<file path="src/rtl/gpio_edge_pkg.sv">
package gpio_edge_pkg;

    localparam int unsigned GPIO_PINS   = 11;
    localparam int unsigned GPIO_DATA_W = 32;
    localparam int unsigned GPIO_ADDR_W = 6;

    // Word addresses (byte offset divided by four)
    localparam logic [GPIO_ADDR_W-1:0] GPIO_OE_WADDR  = 6'h1E;
    localparam logic [GPIO_ADDR_W-1:0] GPIO_IN_WADDR  = 6'h20;
    localparam logic [GPIO_ADDR_W-1:0] GPIO_OUT_WADDR = 6'h22;
    localparam logic [GPIO_ADDR_W-1:0] GPIO_IE_WADDR  = 6'h24;

    typedef enum logic [1:0] {
        PIN_OFF     = 2'd0,
        PIN_ARMED   = 2'd1,
        PIN_PENDING = 2'd2
    } pin_state_e;

    typedef enum logic [2:0] {
        SEL_NONE = 3'd0,
        SEL_OE   = 3'd1,
        SEL_IN   = 3'd2,
        SEL_OUT  = 3'd3,
        SEL_IE   = 3'd4
    } reg_sel_e;

endpackage

</file>
<file path="src/rtl/gpio_pad_sync.sv">
module gpio_pad_sync #(
    parameter int unsigned WIDTH = 11
) (
    input  logic             clk,
    input  logic             rst_n,
    input  logic [WIDTH-1:0] async_in,
    output logic [WIDTH-1:0] level_q,
    output logic [WIDTH-1:0] rise
);

    logic [WIDTH-1:0] meta_q;
    logic [WIDTH-1:0] stage_q;
    logic [WIDTH-1:0] hist_q;

    always_ff @(posedge clk or negedge rst_n) begin
        if (!rst_n) begin
            meta_q  <= '0;
            stage_q <= '0;
            hist_q  <= '0;
        end else begin
            meta_q  <= async_in;
            stage_q <= meta_q;
            hist_q  <= stage_q;
        end
    end

    assign level_q = stage_q;
    assign rise    = stage_q & ~hist_q;

endmodule

</file>
<file path="src/rtl/gpio_pin_irq_fsm.sv">
module gpio_pin_irq_fsm
    import gpio_edge_pkg::*;
(
    input  logic clk,
    input  logic rst_n,
    input  logic int_en,
    input  logic dir_out,
    input  logic rise,
    output logic pending
);

    pin_state_e state_q;
    pin_state_e state_d;

    always_ff @(posedge clk or negedge rst_n) begin
        if (!rst_n) begin
            state_q <= PIN_OFF;
        end else begin
            state_q <= state_d;
        end
    end

    always_comb begin
        state_d = state_q;
        unique case (state_q)
            PIN_OFF: begin
                if (int_en && !dir_out) begin
                    state_d = PIN_ARMED;          // arm
                end
            end
            PIN_ARMED: begin
                if (!int_en || dir_out) begin
                    state_d = PIN_OFF;            // disarm
                end else if (rise) begin
                    state_d = PIN_PENDING;        // capture
                end
            end
            PIN_PENDING: begin
                if (!int_en) begin
                    state_d = PIN_OFF;            // release
                end
            end
            default: state_d = PIN_OFF;
        endcase
    end

    always_comb begin
        pending = 1'b0;
        unique case (state_q)
            PIN_OFF:     pending = 1'b0;
            PIN_ARMED:   pending = 1'b0;
            PIN_PENDING: pending = 1'b1;
            default:     pending = 1'b0;
        endcase
    end

endmodule

</file>
<file path="src/rtl/gpio_reg_bank.sv">
module gpio_reg_bank
    import gpio_edge_pkg::*;
#(
    parameter int unsigned         PINS     = GPIO_PINS,
    parameter int unsigned         DATA_W   = GPIO_DATA_W,
    parameter int unsigned         ADDR_W   = GPIO_ADDR_W,
    parameter logic [ADDR_W-1:0]   OE_ADDR  = GPIO_OE_WADDR,
    parameter logic [ADDR_W-1:0]   IN_ADDR  = GPIO_IN_WADDR,
    parameter logic [ADDR_W-1:0]   OUT_ADDR = GPIO_OUT_WADDR,
    parameter logic [ADDR_W-1:0]   IE_ADDR  = GPIO_IE_WADDR
) (
    input  logic              clk,
    input  logic              rst_n,
    input  logic [ADDR_W-1:0] addr,
    input  logic              we,
    input  logic [PINS-1:0]   wbits,
    input  logic [PINS-1:0]   pad_level,
    output logic [DATA_W-1:0] rdata,
    output logic [PINS-1:0]   oe_q,
    output logic [PINS-1:0]   out_q,
    output logic [PINS-1:0]   ie_q
);

    localparam int unsigned PAD_W = DATA_W - PINS;

    reg_sel_e        sel;
    logic [PINS-1:0] rd_bits;

    always_comb begin
        if (addr == OE_ADDR) begin
            sel = SEL_OE;
        end else if (addr == IN_ADDR) begin
            sel = SEL_IN;
        end else if (addr == OUT_ADDR) begin
            sel = SEL_OUT;
        end else if (addr == IE_ADDR) begin
            sel = SEL_IE;
        end else begin
            sel = SEL_NONE;
        end
    end

    always_ff @(posedge clk or negedge rst_n) begin
        if (!rst_n) begin
            oe_q  <= '0;
            out_q <= '0;
            ie_q  <= '0;
        end else if (we) begin
            unique case (sel)
                SEL_OE:   oe_q  <= wbits;
                SEL_OUT:  out_q <= wbits;
                SEL_IE:   ie_q  <= wbits;
                SEL_IN:   ;
                SEL_NONE: ;
                default:  ;
            endcase
        end
    end

    always_comb begin
        rd_bits = '0;
        unique case (sel)
            SEL_OE:   rd_bits = oe_q;
            SEL_IN:   rd_bits = pad_level & ~oe_q;
            SEL_OUT:  rd_bits = out_q;
            SEL_IE:   rd_bits = ie_q;
            SEL_NONE: rd_bits = '0;
            default:  rd_bits = '0;
        endcase
    end

    assign rdata = {{PAD_W{1'b0}}, rd_bits};

endmodule

</file>
<file path="src/rtl/gpio_edge_ctrl.sv">
module gpio_edge_ctrl
    import gpio_edge_pkg::*;
#(
    parameter int unsigned       PINS     = GPIO_PINS,
    parameter int unsigned       DATA_W   = GPIO_DATA_W,
    parameter int unsigned       ADDR_W   = GPIO_ADDR_W,
    parameter logic [ADDR_W-1:0] OE_ADDR  = GPIO_OE_WADDR,
    parameter logic [ADDR_W-1:0] IN_ADDR  = GPIO_IN_WADDR,
    parameter logic [ADDR_W-1:0] OUT_ADDR = GPIO_OUT_WADDR,
    parameter logic [ADDR_W-1:0] IE_ADDR  = GPIO_IE_WADDR
) (
    input  logic              clk,
    input  logic              rst_n,
    input  logic [ADDR_W-1:0] bus_addr,
    input  logic              bus_we,
    input  logic [DATA_W-1:0] bus_wdata,
    output logic [DATA_W-1:0] bus_rdata,
    input  logic [PINS-1:0]   pad_in,
    output logic [PINS-1:0]   pad_out,
    output logic [PINS-1:0]   pad_oe,
    output logic              irq
);

    logic [PINS-1:0] level_q;
    logic [PINS-1:0] rise;
    logic [PINS-1:0] oe_q;
    logic [PINS-1:0] out_q;
    logic [PINS-1:0] ie_q;
    logic [PINS-1:0] pend;

    gpio_pad_sync #(.WIDTH(PINS)) u_sync (
        .clk      (clk),
        .rst_n    (rst_n),
        .async_in (pad_in),
        .level_q  (level_q),
        .rise     (rise)
    );

    gpio_reg_bank #(
        .PINS     (PINS),
        .DATA_W   (DATA_W),
        .ADDR_W   (ADDR_W),
        .OE_ADDR  (OE_ADDR),
        .IN_ADDR  (IN_ADDR),
        .OUT_ADDR (OUT_ADDR),
        .IE_ADDR  (IE_ADDR)
    ) u_regs (
        .clk       (clk),
        .rst_n     (rst_n),
        .addr      (bus_addr),
        .we        (bus_we),
        .wbits     (bus_wdata[PINS-1:0]),
        .pad_level (level_q),
        .rdata     (bus_rdata),
        .oe_q      (oe_q),
        .out_q     (out_q),
        .ie_q      (ie_q)
    );

    for (genvar p = 0; p < PINS; p++) begin : g_pin
        gpio_pin_irq_fsm u_fsm (
            .clk     (clk),
            .rst_n   (rst_n),
            .int_en  (ie_q[p]),
            .dir_out (oe_q[p]),
            .rise    (rise[p]),
            .pending (pend[p])
        );
    end

    assign pad_out = out_q;
    assign pad_oe  = oe_q;
    assign irq     = |pend;

endmodule

</file>
<file path="config.mk">
export PLATFORM = sky130hd
export DESIGN_NAME = gpio_edge_ctrl
export DESIGN_NICKNAME = d
export VERILOG_FILES = /design/src/rtl/gpio_edge_pkg.sv /design/src/rtl/gpio_pad_sync.sv /design/src/rtl/gpio_pin_irq_fsm.sv /design/src/rtl/gpio_reg_bank.sv /design/src/rtl/gpio_edge_ctrl.sv
export SDC_FILE = /design/constraint.sdc
export NUM_CORES = 1
export LEC_CHECK = 0
export ABC_CLOCK_PERIOD_IN_PS = 1600
export BUFFER_PORTS_ARGS = -buffer_cell sky130_fd_sc_hd__buf_2
export CAP_MARGIN = 5
export CORE_UTILIZATION = 52
export CTS_CLUSTER_DIAMETER = 40
export DETAILED_ROUTE_END_ITERATION = 7
export MAX_ROUTING_LAYER = met4
export PLACE_DENSITY = 0.8
export SYNTH_ARGS = -nofsm -noshare
export SYNTH_HDL_FRONTEND = slang
export SYNTH_SLANG_ARGS = --single-unit
</file>
<file path="constraint.sdc">
create_clock -name clk -period 1.6 [get_ports clk]
set_input_delay 0 -clock clk [delete_from_list [all_inputs] [get_ports clk]]
set_output_delay 0 -clock clk [all_outputs]
set_load 0.02 [all_outputs]
</file>
Yosys cells after proc, flatten, opt, wreduce, memory -nomap -nowiden
Index checks and enable logic that the tools add are counted.

word-level totals
  input bits = 52
  logic and storage cells = 225
  output and inout port bits = 55
  register bits after elaboration = 88

operators by class
  multiplexer cells = 71
  equal/unequal tests = 63
  bitwise operators = 4
  reduce and logical (&&, ||, !) cells = 70

operator list
  kind                  count
  $mux W2               44
  $pmux W2 S3           11
  $pmux W11 S4          1
  $ne A3 B2 Y1 const B  11
  $reduce_and A3 Y1     11
  $and A11 B11 Y11      2
  $eq A2 B1 Y1 const B  11
  $eq A2 B2 Y1 const B  11
  $logic_not A1 Y1      22
  $logic_not A2 Y1      11
  $ne A2 B1 Y1 const B  11
  $ne A2 B2 Y1 const B  11
  $not A11 Y11          2
  $eq A6 B6 Y1 const B  3
  $mux W3               4
  $logic_and A1 B1 Y1   11
  $logic_or A1 B1 Y1    11
  $mux W1               11
  $reduce_or A11 Y1     1
  $eq A3 B2 Y1 const B  2
  $eq A6 B5 Y1 const B  1
  $reduce_and A2 Y1     3
  $eq A3 B1 Y1 const B  1
  $eq A3 B3 Y1 const B  1

Depth between registers and ports, before layout
  depth after elaboration = 7
  gate-level depth with buffers = 5
  mapped depth without buffers = 3

Cells and area by module
Synthesis repeated with hierarchy kept, for this count alone.

second synthesis, totals
  cells, all modules = 280
  area, all modules = 3960.0 um2

modules (own cells, without submodules)
  module            seq. area each (um2)  cells each  area an instance (um2)  times used
  gpio_reg_bank     825.8                 155         1900.6                  1
  gpio_pin_irq_fsm  50.0                  7           96.3                    11
  gpio_pad_sync     825.8                 44          977.2                   1
  gpio_edge_ctrl    0.0                   4           22.5                    1

Worst setup path before layout
Ideal clock, no wire load.

  path type = input-to-reg
  from = input bus_addr[0]
  to = register u_regs.out_q[10]
  required time = 1475 ps
  setup slack = 140 ps
  buffers on the path = 2
  library setup time = 125 ps
  arrival = 1336 ps
  stages = 5
  cell sequence = or4b_1 > buf_2 > nor3_4 > buf_6 > mux2_2

between the ends
  cells in the longest elaborated chain, start to end = 7
  elaborated cells on any way between the ends = 10
  those cells by class = eq/ne (5); mux (4); reduce/logical (1)

RTL lines
  element                          RTL line              text
  start, declared                  gpio_edge_ctrl.sv:14  input logic [ADDR_W-1:0] bus_addr,
  $eq A6 B6 Y1                     gpio_reg_bank.sv:36   end else if (addr == IE_ADDR) begin
  $mux W3                          gpio_reg_bank.sv:36
  $mux W3                          gpio_reg_bank.sv:34   end else if (addr == OUT_ADDR) begin
  $mux W3                          gpio_reg_bank.sv:32   end else if (addr == IN_ADDR) begin
  $mux W3 (*)                      gpio_reg_bank.sv:30   if (addr == OE_ADDR) begin
  $eq A3 B2 Y1 (*)                 gpio_reg_bank.sv:49   unique case (sel)
  $reduce_and A2 Y1 (no line) (*)  n/a
  end signal, assigned             gpio_reg_bank.sv:51   SEL_OUT: out_q <= wbits;
  end, declared                    gpio_reg_bank.sv:20   output logic [PINS-1:0] out_q,

Mark *: on every way between the ends. The rest lies on a longest branch, timed or not.
A chain may end at the register's enable or synchronous reset.

Final worst setup path
  from = register u_regs.oe_q[3]
  to = output bus_rdata[3]

between the ends
  cells in the longest elaborated chain, start to end = 3

RTL lines
  element                 RTL line              text
  start, declared         gpio_reg_bank.sv:19   output logic [PINS-1:0] oe_q,
  start signal, assigned  gpio_reg_bank.sv:50   SEL_OE: oe_q <= wbits;
  $not A11 Y11            gpio_reg_bank.sv:64   SEL_IN: rd_bits = pad_level & ~oe_q;
  $and A11 B11 Y11        gpio_reg_bank.sv:64
  $pmux W11 S4 (*)        gpio_reg_bank.sv:62   unique case (sel)
  end, declared           gpio_edge_ctrl.sv:17  output logic [DATA_W-1:0] bus_rdata,

Marks and branches as above.

==> results by group <==
Critical path
  – Worst path slowest cell: or3b_4
  – Critical Path Start Type: register
  – Reg2reg start: u_regs.oe_q[3]
  – Critical path capture point type: output pin
  – Cell breakdown of the critical path: or3b_4 -> a211oi_2 -> a221o_1 -> buf_6
  – Crit-path max FO: 2
  – CP startpoint: u_regs.oe_q[3]
  – Data arrival, critical path: about 1.6 ns
  – CP bufs+invs: 1
  – Largest delay share family, worst path: simple AND/OR/NAND/NOR gates
  – CP peak stage delay: 0.40 ns
  – CP Class: reg -> out
  – WP data required: 1.60 ns

Outcome
  – Outcome: finished, violations left
  – Failing checks: setup timing

Placed design
  – DP HPWL: 5370 um
  – Final GP Congestion: 0.808
  – Pre-CTS WS: -0.0818 ns
  – IO buf count: 64
  – Cell Area, Placed: 4110 sq um

Routing
  – WL/cell: 15.9 um
  – Drt via density: 5.09
  – Post-route ant nets: 0
  – Vias: about 2600
  – DRT iter0 DRCs: 136
  – Drt pass-1 iters: 4
  – Drt total wl: 8080 um
  – Residual DRC: 0

Cells and area
  – Final instance area: 4880 sq um
  – Ant diodes: 0
  – Share of cells above drive strength 1: a little over two fifths
  – Area grow syn2layout: 31.2%
  – Fin nets: between 400 and 500
  – Fillers: 482

Yosys
  – FF+latch count, synth: 88
  – Register area share after synthesis: approximately 59%
  – Synth async-reset ratio: between 90% and 100%
  – Netlist Area Pre-Place: 3720 sq um
  – Top cells by count, synth: dfrtp_1, buf_4, mux2_2, nand2_1, nor3_1
  – Count leader, synth: dfrtp_1
  – Cell taking the most area after synthesis: dfrtp_1
  – Area contributors post-synth: dfrtp_1, mux2_2, buf_4, a221o_1, or3b_2
  – Post-synth top flop: dfrtp_1
  – Post-synth top area share: 59.2%
  – Post-Synthesis Cells: 288
  – YS warnings: 0
  – Avg Inst Size Synth: 12.9 sq um
  – Netlist cell types: 25
  – Post-synth EDFFs: 0

Global route
  – GRT Util Overall: 24.0%
  – Global route overflow: 0
  – Initial antenna violation count: 0
  – Largest net degree at the start of global routing: 37
  – First-pass GRT wire length: between 10000 and 15000 um
  – Vias in the first global route: 2661

Clock tree
  – Htree depth: 3
  – Clock Pin Slew Worst Setup and Hold Paths: 0.08 ns
  – TritonCTS buffer count: 9
  – CTS tree: built
  – Clock Latency Late Sink: roughly 0.34 ns
  – Root Driver: clkbuf_8
  – CTS sink cnt: 88
  – Buffer depth of the longest clock path: 2

Floorplanning
  – Rows: 30
  – Ports: 107
  – Die X-Extent: 86.6 um
  – Starting Density: ~54%
  – Core Region: slightly below 7000 sq um
  – Die area: 7490 sq um
  – Vert. Die Dim: 86.6 um

Min path
  – Hold Path Class: in -> async

STA
  – Pins Over Slew Limit: 0
  – Unrepaired setup endpoints after global routing: yes
  – Period utilisation layout: 100%
  – Final Hold Viols: 0
  – Final setup fails: 1
  – Crit path time final: 1.60 ns
  – Setup TNS: -0.00223 ns
  – Max Freq: 624 MHz
  – Final WS setup: -0.00223 ns
  – Worst clock skew: 0.00788 ns
  – Hold Slack: 0.177 ns

Power
  – Leakage power: roughly 2.4 nW
  – Worst vdd ir: around 0.00065 V
  – PwrDens: between 900 and 1000 nW/um^2
  – Final Power: between 4 and 5 mW

Job
  – Max-cap violations: 0
## power breakdown
part           total, mW  internal (mW)  leakage [nW]  switching [mW]
clock               1.47          0.755        0.0925           0.714
sequential          2.55           2.42          1.12           0.132
combinational      0.816          0.393          1.17           0.423
## what timing repair did
action                                  4_1_cts  5_1_grt
hold buffers                                 23        0
endpoints found under the setup margin       11       12
endpoints found under the hold margin       119        0
gates resized for setup                      44        2
pin swaps                                    16        3
buffers inserted                             16       10
## worst paths after layout
path,to,slack [ns],cells past startpoint
max in group asynchronous,u_regs.out_q[9],0.89,3
min in group clk,u_regs.oe_q[0],0.27,4
max,bus_rdata[3],-0.002,4
min reg2reg,u_sync.level_q[1],0.35,0
max reg2reg,u_regs.oe_q[3],0.57,3
min,g_pin[5].u_fsm.state_q[0],0.18,2
## through the flow
step | std cells | utilization (%)
2_1_floorplan | 308 | -
3_3_place_gp | 445 | 60.1
3_5_place_dp | 445 | 60.1
4_1_cts | 499 | 70.2
5_1_grt | 509 | 71.4
6_report | 509 | 71.4
## layout by cell type (no fill, tap or decap), drive strengths merged, types with 2 or more instances in the layout
cell	synthesis	routed
dfrtp	88	88
nor2	11	11
o21a	11	11
nor2b	11	11
nor4	2	2
dlygate4sd3	0	23
buf	39	109
conb	1	21
nor3	15	15
or3b	11	11
a211oi	11	11
nor3b	2	2
nand2	14	14
clkbuf	3	12
a221o	11	11
mux2	33	33
nand3b	11	11
and3	11	11
## sequential cells by signal, summed over array words and instances (netlist names)
name / cells
u_regs.out_q: 11
u_regs.oe_q: 11
u_sync.meta_q: 11
g_pin.u_fsm.state_q: 22
u_regs.ie_q: 11
u_sync.hist_q: 11
u_sync.level_q: 11
## final cells by class
type	instances	area (sq um)	share of cell area, %
Timing Repair Buffer	132	991	20.3
Clock buffer	12	145	2.98
Sequential cell	88	2200	45.1
Clock inverter	3	42.5	0.872
Multi-Input combinational cell	178	1380	28.2
Tap cell	96	120	2.46
## layer usage
metal,GRT usage (%),vias to the layer above,share of wire (%)
met5,-,-,0
met4,9.39,0,1.5
met3,3.71,10,3.4
met2,42.2,72,54
met1,27.8,1285,41
li1,-,1223,-
## cells by family (layout without fill, tap and decap cells)
family	count (synthesis)	after routing	synth area share, %
and+or+nand+nor	91	91	15.2
DFF	88	88	59.2
buffers and inverters	42	147	8.08
AOI/OAI and AO/OA	33	33	7.41
other	1	21	0.101
muxes	33	33	10.0
No activity file was read; power rests on OpenSTA's default activity.
